### src/rtl/sd_dat_agent.sv
module sd_dat_agent #(
  parameter int BLEN_W = 10
) (
  input  logic              clk,
  input  logic              rst_n,
  input  logic [1:0]        lane_sel,
  input  logic [BLEN_W-1:0] blk_len,
  input  logic              wr_start,
  input  logic              rd_start,
  input  logic [7:0]        wr_data,
  input  logic              wr_valid,
  output logic              wr_ready,
  output logic [7:0]        rd_data,
  output logic              rd_valid,
  input  logic [7:0]        dat_in,
  output logic [7:0]        dat_out,
  output logic [7:0]        dat_oe,
  output logic              card_busy,
  output logic              crc_err,
  input  logic              err_clr,
  input  logic              rw_en,
  input  logic              rw_req
);
  localparam int NL = 8;

  typedef enum logic [3:0] {
    S_IDLE, S_TX_SB, S_TX_DAT, S_TX_CRC, S_TX_EB, S_TOK, S_BUSY,
    S_RX_WAIT, S_RX_DAT, S_RX_CRC, S_RX_EB
  } st_t;

  st_t st;
  logic [1:0]        wq;
  logic [7:0]        sh;
  logic [2:0]        ph;
  logic [3:0]        cnt;
  logic [BLEN_W-1:0] bcnt, blen_q;
  logic              rw_drv;
  logic [NL-1:0]     crc_msb, crc_nz, txb, act;
  logic [7:0]        rx_next;
  logic              last_ph, last_byte;

  function automatic logic [15:0] crc_step(logic [15:0] c, logic b);
    return {c[14:0], 1'b0} ^ (((c[15] ^ b) != 1'b0) ? 16'h1021 : 16'h0000);
  endfunction

  wire [1:0] wsel = (lane_sel == 2'b11) ? 2'b00 : lane_sel;

  assign act       = (wq == 2'd2) ? 8'hFF : (wq == 2'd1) ? 8'h0F : 8'h01;
  assign last_ph   = ph == ((wq == 2'd2) ? 3'd0 : (wq == 2'd1) ? 3'd1 : 3'd7);
  assign last_byte = bcnt == BLEN_W'(blen_q - 1'b1);
  assign txb       = (wq == 2'd2) ? sh : (wq == 2'd1) ? {4'hF, sh[7:4]} : {7'h7F, sh[7]};
  assign rx_next   = (wq == 2'd2) ? dat_in
                   : (wq == 2'd1) ? {sh[3:0], dat_in[3:0]} : {sh[6:0], dat_in[0]};

  generate
    for (genvar k = 0; k < NL; k++) begin : g_lane
      logic [15:0] c;
      always_ff @(posedge clk or negedge rst_n)
        if (!rst_n)                              c <= '0;
        else if (st == S_IDLE)                   c <= '0;
        else if (st == S_TX_DAT)                 c <= crc_step(c, txb[k]);
        else if (st == S_TX_CRC)                 c <= {c[14:0], 1'b0};
        else if (st == S_RX_DAT || st == S_RX_CRC) c <= crc_step(c, dat_in[k]);
      assign crc_msb[k] = c[15];
      assign crc_nz[k]  = |c;
    end
  endgenerate

  always_comb begin
    dat_oe  = 8'h00;
    dat_out = 8'hFF;
    case (st)
      S_TX_SB:  begin dat_oe = act; dat_out = ~act; end
      S_TX_DAT: begin dat_oe = act; dat_out = txb | ~act; end
      S_TX_CRC: begin dat_oe = act; dat_out = crc_msb | ~act; end
      S_TX_EB:  dat_oe = act;
      S_IDLE:   if (rw_drv) begin dat_oe = 8'h04; dat_out = 8'hFB; end
      default:  ;
    endcase
  end

  assign wr_ready  = (st == S_TX_SB) || (st == S_TX_DAT && last_ph && !last_byte);
  assign card_busy = st == S_BUSY;

  always_ff @(posedge clk or negedge rst_n) begin
    if (!rst_n) begin
      st <= S_IDLE; wq <= 2'd0; sh <= 8'h00; ph <= 3'd0; cnt <= 4'd0;
      bcnt <= '0; blen_q <= '0; rw_drv <= 1'b0;
      rd_valid <= 1'b0; rd_data <= 8'h00; crc_err <= 1'b0;
    end else begin
      rd_valid <= 1'b0;
      rw_drv   <= (st == S_IDLE) && !wr_start && !rd_start && rw_en && rw_req;
      if (err_clr) crc_err <= 1'b0;
      case (st)
        S_IDLE: begin
          if (wr_start) begin
            st <= S_TX_SB; wq <= wsel; blen_q <= blk_len;
          end else if (rd_start) begin
            st <= S_RX_WAIT; wq <= wsel; blen_q <= blk_len;
          end
        end
        S_TX_SB: if (wr_valid) begin
          sh <= wr_data; ph <= 3'd0; bcnt <= '0; st <= S_TX_DAT;
        end
        S_TX_DAT: begin
          if (last_ph) begin
            if (last_byte) begin
              st <= S_TX_CRC; cnt <= 4'd0;
            end else begin
              sh <= wr_data; ph <= 3'd0; bcnt <= bcnt + 1'b1;
            end
          end else begin
            ph <= ph + 3'd1;
            sh <= (wq == 2'd1) ? {sh[3:0], 4'h0} : {sh[6:0], 1'b0};
          end
        end
        S_TX_CRC: begin
          cnt <= cnt + 4'd1;
          if (cnt == 4'd15) st <= S_TX_EB;
        end
        S_TX_EB: begin st <= S_TOK; cnt <= 4'd0; end
        S_TOK: if (cnt != 4'd0 || !dat_in[0]) begin
          cnt <= cnt + 4'd1;
          if (cnt == 4'd4) st <= S_BUSY;
        end
        S_BUSY: if (dat_in[0]) st <= S_IDLE;
        S_RX_WAIT: if (!dat_in[0]) begin
          st <= S_RX_DAT; ph <= 3'd0; bcnt <= '0;
        end
        S_RX_DAT: begin
          sh <= rx_next;
          if (last_ph) begin
            rd_data <= rx_next; rd_valid <= 1'b1; ph <= 3'd0;
            if (last_byte) begin
              st <= S_RX_CRC; cnt <= 4'd0;
            end else bcnt <= bcnt + 1'b1;
          end else ph <= ph + 3'd1;
        end
        S_RX_CRC: begin
          cnt <= cnt + 4'd1;
          if (cnt == 4'd15) st <= S_RX_EB;
        end
        S_RX_EB: begin
          if (|(crc_nz & act)) crc_err <= 1'b1;
          st <= S_IDLE;
        end
        default: st <= S_IDLE;
      endcase
    end
  end

  assert_lane_mask_R2: assert property (@(posedge clk) disable iff (!rst_n)
    (dat_oe & ~(act | 8'h04)) == 8'h00);
  assert_ready_drives_R6: assert property (@(posedge clk) disable iff (!rst_n)
    wr_ready |-> dat_oe == act);
  assert_end_release_R3: assert property (@(posedge clk) disable iff (!rst_n)
    st == S_TX_EB |=> dat_oe == 8'h00);
  assert_rx_pulse_R7: assert property (@(posedge clk) disable iff (!rst_n)
    rd_valid && wq != 2'd2 |=> !rd_valid);
  assert_err_sticky_R8: assert property (@(posedge clk) disable iff (!rst_n)
    crc_err && !err_clr |=> crc_err);
  assert_busy_end_R9: assert property (@(posedge clk) disable iff (!rst_n)
    card_busy && dat_in[0] |=> !card_busy);
  assert_rw_cause_R10: assert property (@(posedge clk) disable iff (!rst_n)
    dat_oe == 8'h04 && !dat_out[2] |-> $past(rw_en && rw_req));
endmodule

### config.mk
export PLATFORM = sky130hd
export DESIGN_NAME = sd_dat_agent
export DESIGN_NICKNAME = d
export VERILOG_FILES = /design/src/rtl/sd_dat_agent.sv
export SDC_FILE = /design/constraint.sdc
export NUM_CORES = 1
export LEC_CHECK = 0
export BUFFER_PORTS_ARGS = -buffer_cell sky130_fd_sc_hd__clkbuf_2
export CAP_MARGIN = 20
export CORE_UTILIZATION = 25
export CTS_CLUSTER_SIZE = 12
export DETAILED_ROUTE_END_ITERATION = 8
export REMOVE_ABC_BUFFERS = 1
export SYNTH_ARGS = -nofsm -noshare
export SYNTH_HDL_FRONTEND = slang
export SYNTH_SLANG_ARGS = --single-unit
### constraint.sdc
create_clock -name clk -period 7.6 [get_ports clk]
set_clock_uncertainty 0.15 [all_clocks]
set_input_delay 0.38 -clock clk [delete_from_list [all_inputs] [get_ports clk]]
set_output_delay 0.38 -clock clk [all_outputs]
set_load 0.05 [all_outputs]
**After elaboration in Yosys (flattened, before gate mapping)**

Index checks and enable logic that the tools add are counted.

- Reduce and logical (&&, ||, !) cells: 40
- Add/sub/neg operators: 4
- Equality and inequality tests: 33
- Bitwise operators: 36
- Muxes and demuxes: 104

Operator list:

| kind | number |
|---|---|
| two-way mux 16 bit | 32 |
| bitwise XOR 16 x 13 -> 16 bit | 16 |
| two-way mux 13 bit | 16 |
| OR reduction 16 bit | 8 |
| two-way mux 4 bit | 18 |
| two-way mux 8 bit | 8 |
| two-way mux 10 bit | 6 |
| case mux 4 bit (10 select lines) | 1 |
| case mux 8 bit (4 select lines) | 1 |
| case mux 10 bit (3 select lines) | 1 |
| two-way mux 3 bit | 9 |
| case mux 8 bit (3 select lines) | 1 |
| == test 4 x 3 -> 1 bit, second input constant | 5 |
| inequality test 2 bit, second input constant | 10 |
| == test 4 bit, second input constant | 4 |
| bitwise OR 8 bit | 2 |
| case mux 4 bit (4 select lines) | 1 |
| case mux 8 bit (2 select lines) | 1 |
| nonzero test 4 bit | 4 |
| bitwise XOR 1 bit | 16 |
| case mux 3 bit (4 select lines) | 1 |
| AND reduction 12 bit | 1 |
| adder 10 x 1 -> 10 bit, second input constant | 1 |
| == test 10 bit | 1 |
| other kinds (27) | 53 |

- Register bits after elaboration: 180

**Longest topological paths before layout**

- Word-level depth: 8
- Depth in mapped cells: 10

**Worst setup path after synthesis**

OpenSTA, ideal clock, no wires.

- Kind: reg-to-output
- Start point: reg wq[0]
- End point: out dat_oe[5]
- Slack: 4446 ps
- Required time: 7070 ps
- Buffers on the path: 2
- Cell stages (with the launch flop): 7
- Data arrival time: 2624 ps
- Cell sequence: dfrtp_1 -> inv_1 -> ha_1 -> clkbuf_1 -> inv_2 -> nor3_1 -> buf_4

- Cells in the longest elaborated chain, start to end: 3

RTL lines:

| item | line | text |
|---|---|---|
| start: declaration | 32 | `logic [1:0] wq;` |
| start signal: assignment | 87 | `st <= S_IDLE; wq <= 2'd0; sh <= 8'h00; ph <= 3'd0; cnt <= 4'd0;` |
| start signal: assignment | 97 | `st <= S_TX_SB; wq <= wsel; blen_q <= blk_len;` |
| start signal: assignment | 99 | `st <= S_RX_WAIT; wq <= wsel; blen_q <= blk_len;` |
| == test 2 bit | 48 | `assign act = (wq == 2'd2) ? 8'hFF : (wq == 2'd1) ? 8'h0F : 8'h01;` |
| two-way mux 8 bit | 48 |  |
| case mux 8 bit (2 select lines) | 72 | `case (st)` |
| end: declaration | 17 | `output logic [7:0] dat_oe,` |

No other way between the ends.

**Worst setup path in the final report**

- Start point: reg blen_q[0]
- End point: out wr_ready

- Cells in the longest elaborated chain, start to end: 5

RTL lines:

| item | line | text |
|---|---|---|
| start: declaration | 36 | `logic [BLEN_W-1:0] bcnt, blen_q;` |
| start signal: assignment | 88 | `bcnt <= '0; blen_q <= '0; rw_drv <= 1'b0;` |
| start signal: assignment | 97 |  |
| start signal: assignment | 99 |  |
| subtractor 10 x 1 -> 10 bit | 50 | `assign last_byte = bcnt == BLEN_W'(blen_q - 1'b1);` |
| == test 10 bit | 50 |  |
| zero test 1 bit | 82 | `assign wr_ready = (st == S_TX_SB) \|\| (st == S_TX_DAT && last_ph && !last_byte);` |
| logical AND 1 bit | 82 |  |
| logical OR 1 bit | 82 |  |
| end: declaration | 12 | `output logic wr_ready,` |

No other way between the ends.

==> out/results.md <==
| Item | This run | Unit |
| --- | --- | --- |
| Number of cells traversed by the worst register-to-register path | 7 | - |
| Worst setup path class | register to output port | - |
| Setup ws final | 4094 | ps |
| Effective utilization at floorplan | 25.55 | % |
| CP max stage delay | 440 | ps |
| Final Hold Violating Endpoints | 0 | - |
| Switching share of power | 47.10 | % |
| Average vias per placed instance | 4.895 | - |
| Final cell utilization of the core | 29.21 | % |
| Final Setup Violations | 0 | - |
| Wire length of the first global-routing pass | 38090 | um |
| Met2 track demand over resource | 19.68 | % |
| Number of global-route vias before repair | 6925 | - |
| TritonCTS sink count | 180 | - |
| Overall die height | 193.1 | um |
| Antenna violations before repair | 0 | - |
| Final Net Count | 1115 | - |
| Violations in the final reports | design-rule violations | - |
| Achievable clock frequency | 285.3 | MHz |
| Synth Area per Inst | 8.688 | um^2 |
| Overall routed net length | 23730 | um |
| Count of placed standard cells including taps | 1510 | - |
| Placer congestion estimate | 0.8076 | - |
| Area Overhead vs Synth | 14.35 | % |
| Number of gates resized after cts | 0 | - |
| Worst Path Required | 7070 | ps |
| Slowest stage cell on the critical path | nor4_4 | - |
| Worst hold slack | 17.01 | ps |
| Top library cells by usage in the layout, fill and taps aside | 276 x nand2_1, 180 x dfrtp_1, 116 x o21ai_0 | - |
| Pin slew with the least headroom to its limit | 1079 | ps |
| Mapped Area | 9131 | um^2 |
| Crit path from | blen_q[0] | - |
| Top Usage Layer GRT | met2 | - |
| Htree depth | 4 | - |
| Setup_tns | 0 | ps |
| Post-CTS clock slew at the launch and capture registers of the worst setup and hold paths | 70 | ps |
| Worst hold-check path type | input port to register | - |
| Worst min-delay path startpoint | blk_len[7] | - |
| CTS tree | built | - |
| RSZ-0062 raised after global routing | false | - |
| Number of buffers inserted for hold repair after clock tree synthesis | 2 | - |
| Drt drc | 7 | - |
| Primary FF master, synth | dfrtp_1 | - |
| Number of stages on the worst hold path | 3 | - |
| Final Total Pwr | 4.603 | mW |
| Reg-to-reg startpoint | st[1] | - |
| Register area share after synthesis | 49.33 | % |
| Max Cap Violations | 0 | - |
| Fin area | 10440 | um^2 |
| Combinational share of power | 44.5 | % |
| Final ANT Viol Nets | 0 | - |
| Half-perimeter wire length after detailed placement | 16090 | um |
| Maximum clock path buffer count | 2 | - |
| Status | finished with violations | - |
| Antenna diode count | 0 | - |
| Launching element type of the critical path | register | - |
| R2R Setup Slk | 4350 | ps |
| Element type at the critical path end | output port | - |
| Fin. max-slew vios | 0 | - |
| Endpoint arrival time on the critical path | 2980 | ps |
| Clk_lat worst skew | 440 | ps |
| Total Routing Usage GR | 12.95 | % |
| Synth Instances | 1051 | - |
| Share of power burned in registers | 35.9 | % |
| Met1 GRT Util | 18.43 | % |
| Post-CTS setup buffer count | 0 | - |
| Standard cell area after detailed placement | 9784 | um^2 |
| Boundary pin count | 64 | - |
| Die X | 193.1 | um |
| Library cell occupying the most area in the post-synthesis netlist | dfrtp_1 | - |
| Yosys warnings | 0 | - |
| Fraction of final layout cells with drive strength greater than 1 | 11.89 | % |
| Count of flip-flops with a built-in enable after synthesis | 0 | - |
| Total overflow reported by the global router | 0 | - |
| Cell-by-cell listing of the critical path | inv_1, ha_1, or3_1, a31o_1, nor4_4, and2_4, o31a_1, nor2_1, clkbuf_2 | - |
| Site row count | 69 | - |
| Post-placement worst setup slack | 4192 | ps |
| Most common cell after layout, fill and taps aside | nand2_1 | - |
| Wirelength per Cell | 15.35 | um |
| CTS Root Buffer Type | clkbuf_16 | - |
| Remaining max-slew budget at the tightest pin | 28.04 | % |
| Power per standard cell area | 440.8 | nW/um^2 |
| Pin count of the biggest net entering global routing | 126 | - |
| Minimum clock period | 3506 | ps |
| Static leakage | 4.720 | nW |
| Initial DRC count | 673 | - |
| Total number of vias | 7568 | - |
| #FFs+latches synth | 180 | - |
| Fraction of the cycle the final worst path needs | 46.13 | % |
| Final cell count without fillers | 1546 | - |
| Fraction of post-synthesis cell area in the top cell type by area | 49.33 | % |
| PortBufs | 63 | - |
| Switching component of the power | 2.168 | mW |
| Cell types occupying the most area after synthesis | dfrtp_1 49%, nand2_1 11%, o21ai_0 6.4% | - |
| Met3 Usage GRT | 2.805 | % |
| Cell internal power dissipation | 2.435 | mW |
| Worst ir drop on vdd | 0.2080 | mV |
| CP max FO | 7 | - |
| Core footprint | 35740 | um^2 |
| Post-synth ARST share | 100.0 | % |
| Share of total power in the clock network | 19.6 | % |
| TritonCTS Buffers | 17 | - |
| Die ar. | 37290 | um^2 |
| Detailed-routing iteration count for the pre-antenna-repair pass | 7 | - |
| Number of distinct library cells after synthesis | 65 | - |
[power by group through the flow]
stage | Clock, mW | Sequential (mW) | Combinational [mW]
finish | 0.902 | 1.65 | 2.05
global route | 0.960 | 1.70 | 2.29
CTS | 0.922 | 1.65 | 2.06
detailed placement | 0 | 1.66 | 2.05
global placement | 0 | 1.65 | 2.02
floorplan | 0 | 1.58 | 1.50
[sequential cells by signal (all words and copies together), names as in the netlist]
register	count
st	4
crc_err	1
g_lane.c	128
cnt	4
ph	3
rd_data	8
bcnt	10
rw_drv	1
rd_valid	1
blen_q	10
wq	2
sh	8
[critical path, delay by kind of cell, from the launching register on]
kind | cells | cell delay, ps
and+or+nand+nor | 4 | 1130
DFF | 1 | 420
AOI/OAI and AO/OA | 2 | 360
buffers and inverters | 2 | 340
adders and majority gates | 1 | 290
[final timing paths]
path,end
worst max-delay path,wr_ready
worst min-delay path,blen_q[7]
worst max register to register,g_lane[6].c[12]
worst min register to register,rd_data[4]
max in group asynchronous,g_lane[6].c[6]
min in group asynchronous,g_lane[1].c[15]
[layout make-up]
class	instances	area, um^2
clock buffer	18	439.2
multi-input combinational	780	4265
inverter	21	78.83
fill	3773	25300
sequential	180	4504
timing repair buffer	72	414.1
clock inverter	14	162.7
tap	461	576.8
[routing by layer]
| layer | share of wire (%) | up-vias |
|---|---|---|
| met5 | 0 | - |
| li1 | - | 3679 |
| met2 | 46 | 196 |
| met3 | 5.4 | 21 |
| met4 | 1.4 | 0 |
| met1 | 48 | 3672 |
[cells by family after synthesis]
group	count (synthesis)	synth area share, %
buf+inv	91	4.097
mux	33	3.837
compound gates	206	13.81
xor+xnor	34	3.261
simple gates	500	24.71
flops	180	49.33
fa+ha+maj	7	0.9591
[cells in the mapped netlist (5+ instances only)]
| cell | instances |
|---|---|
| buf_1 | 5 |
| a221oi_1 | 5 |
| nor3_1 | 8 |
| dfrtp_1 | 180 |
| clkbuf_1 | 54 |
| mux2i_1 | 17 |
| a21oi_1 | 22 |
| and2_1 | 6 |
| ha_1 | 7 |
| o21ai_0 | 116 |
| a31oi_1 | 5 |
| o211ai_1 | 7 |
| nand2b_1 | 7 |
| xor2_1 | 15 |
| nor2_1 | 39 |
| nand4_1 | 11 |
| o22ai_1 | 5 |
| mux2_2 | 11 |
| mux2_1 | 5 |
| buf_2 | 5 |
| and3_1 | 7 |
| nor4_1 | 34 |
| inv_1 | 20 |
| xnor2_1 | 19 |
| nand3_1 | 86 |
| buf_4 | 5 |
| nand2_1 | 278 |
| o22a_1 | 8 |
Note: power is estimated with default switching activity, not from simulation.
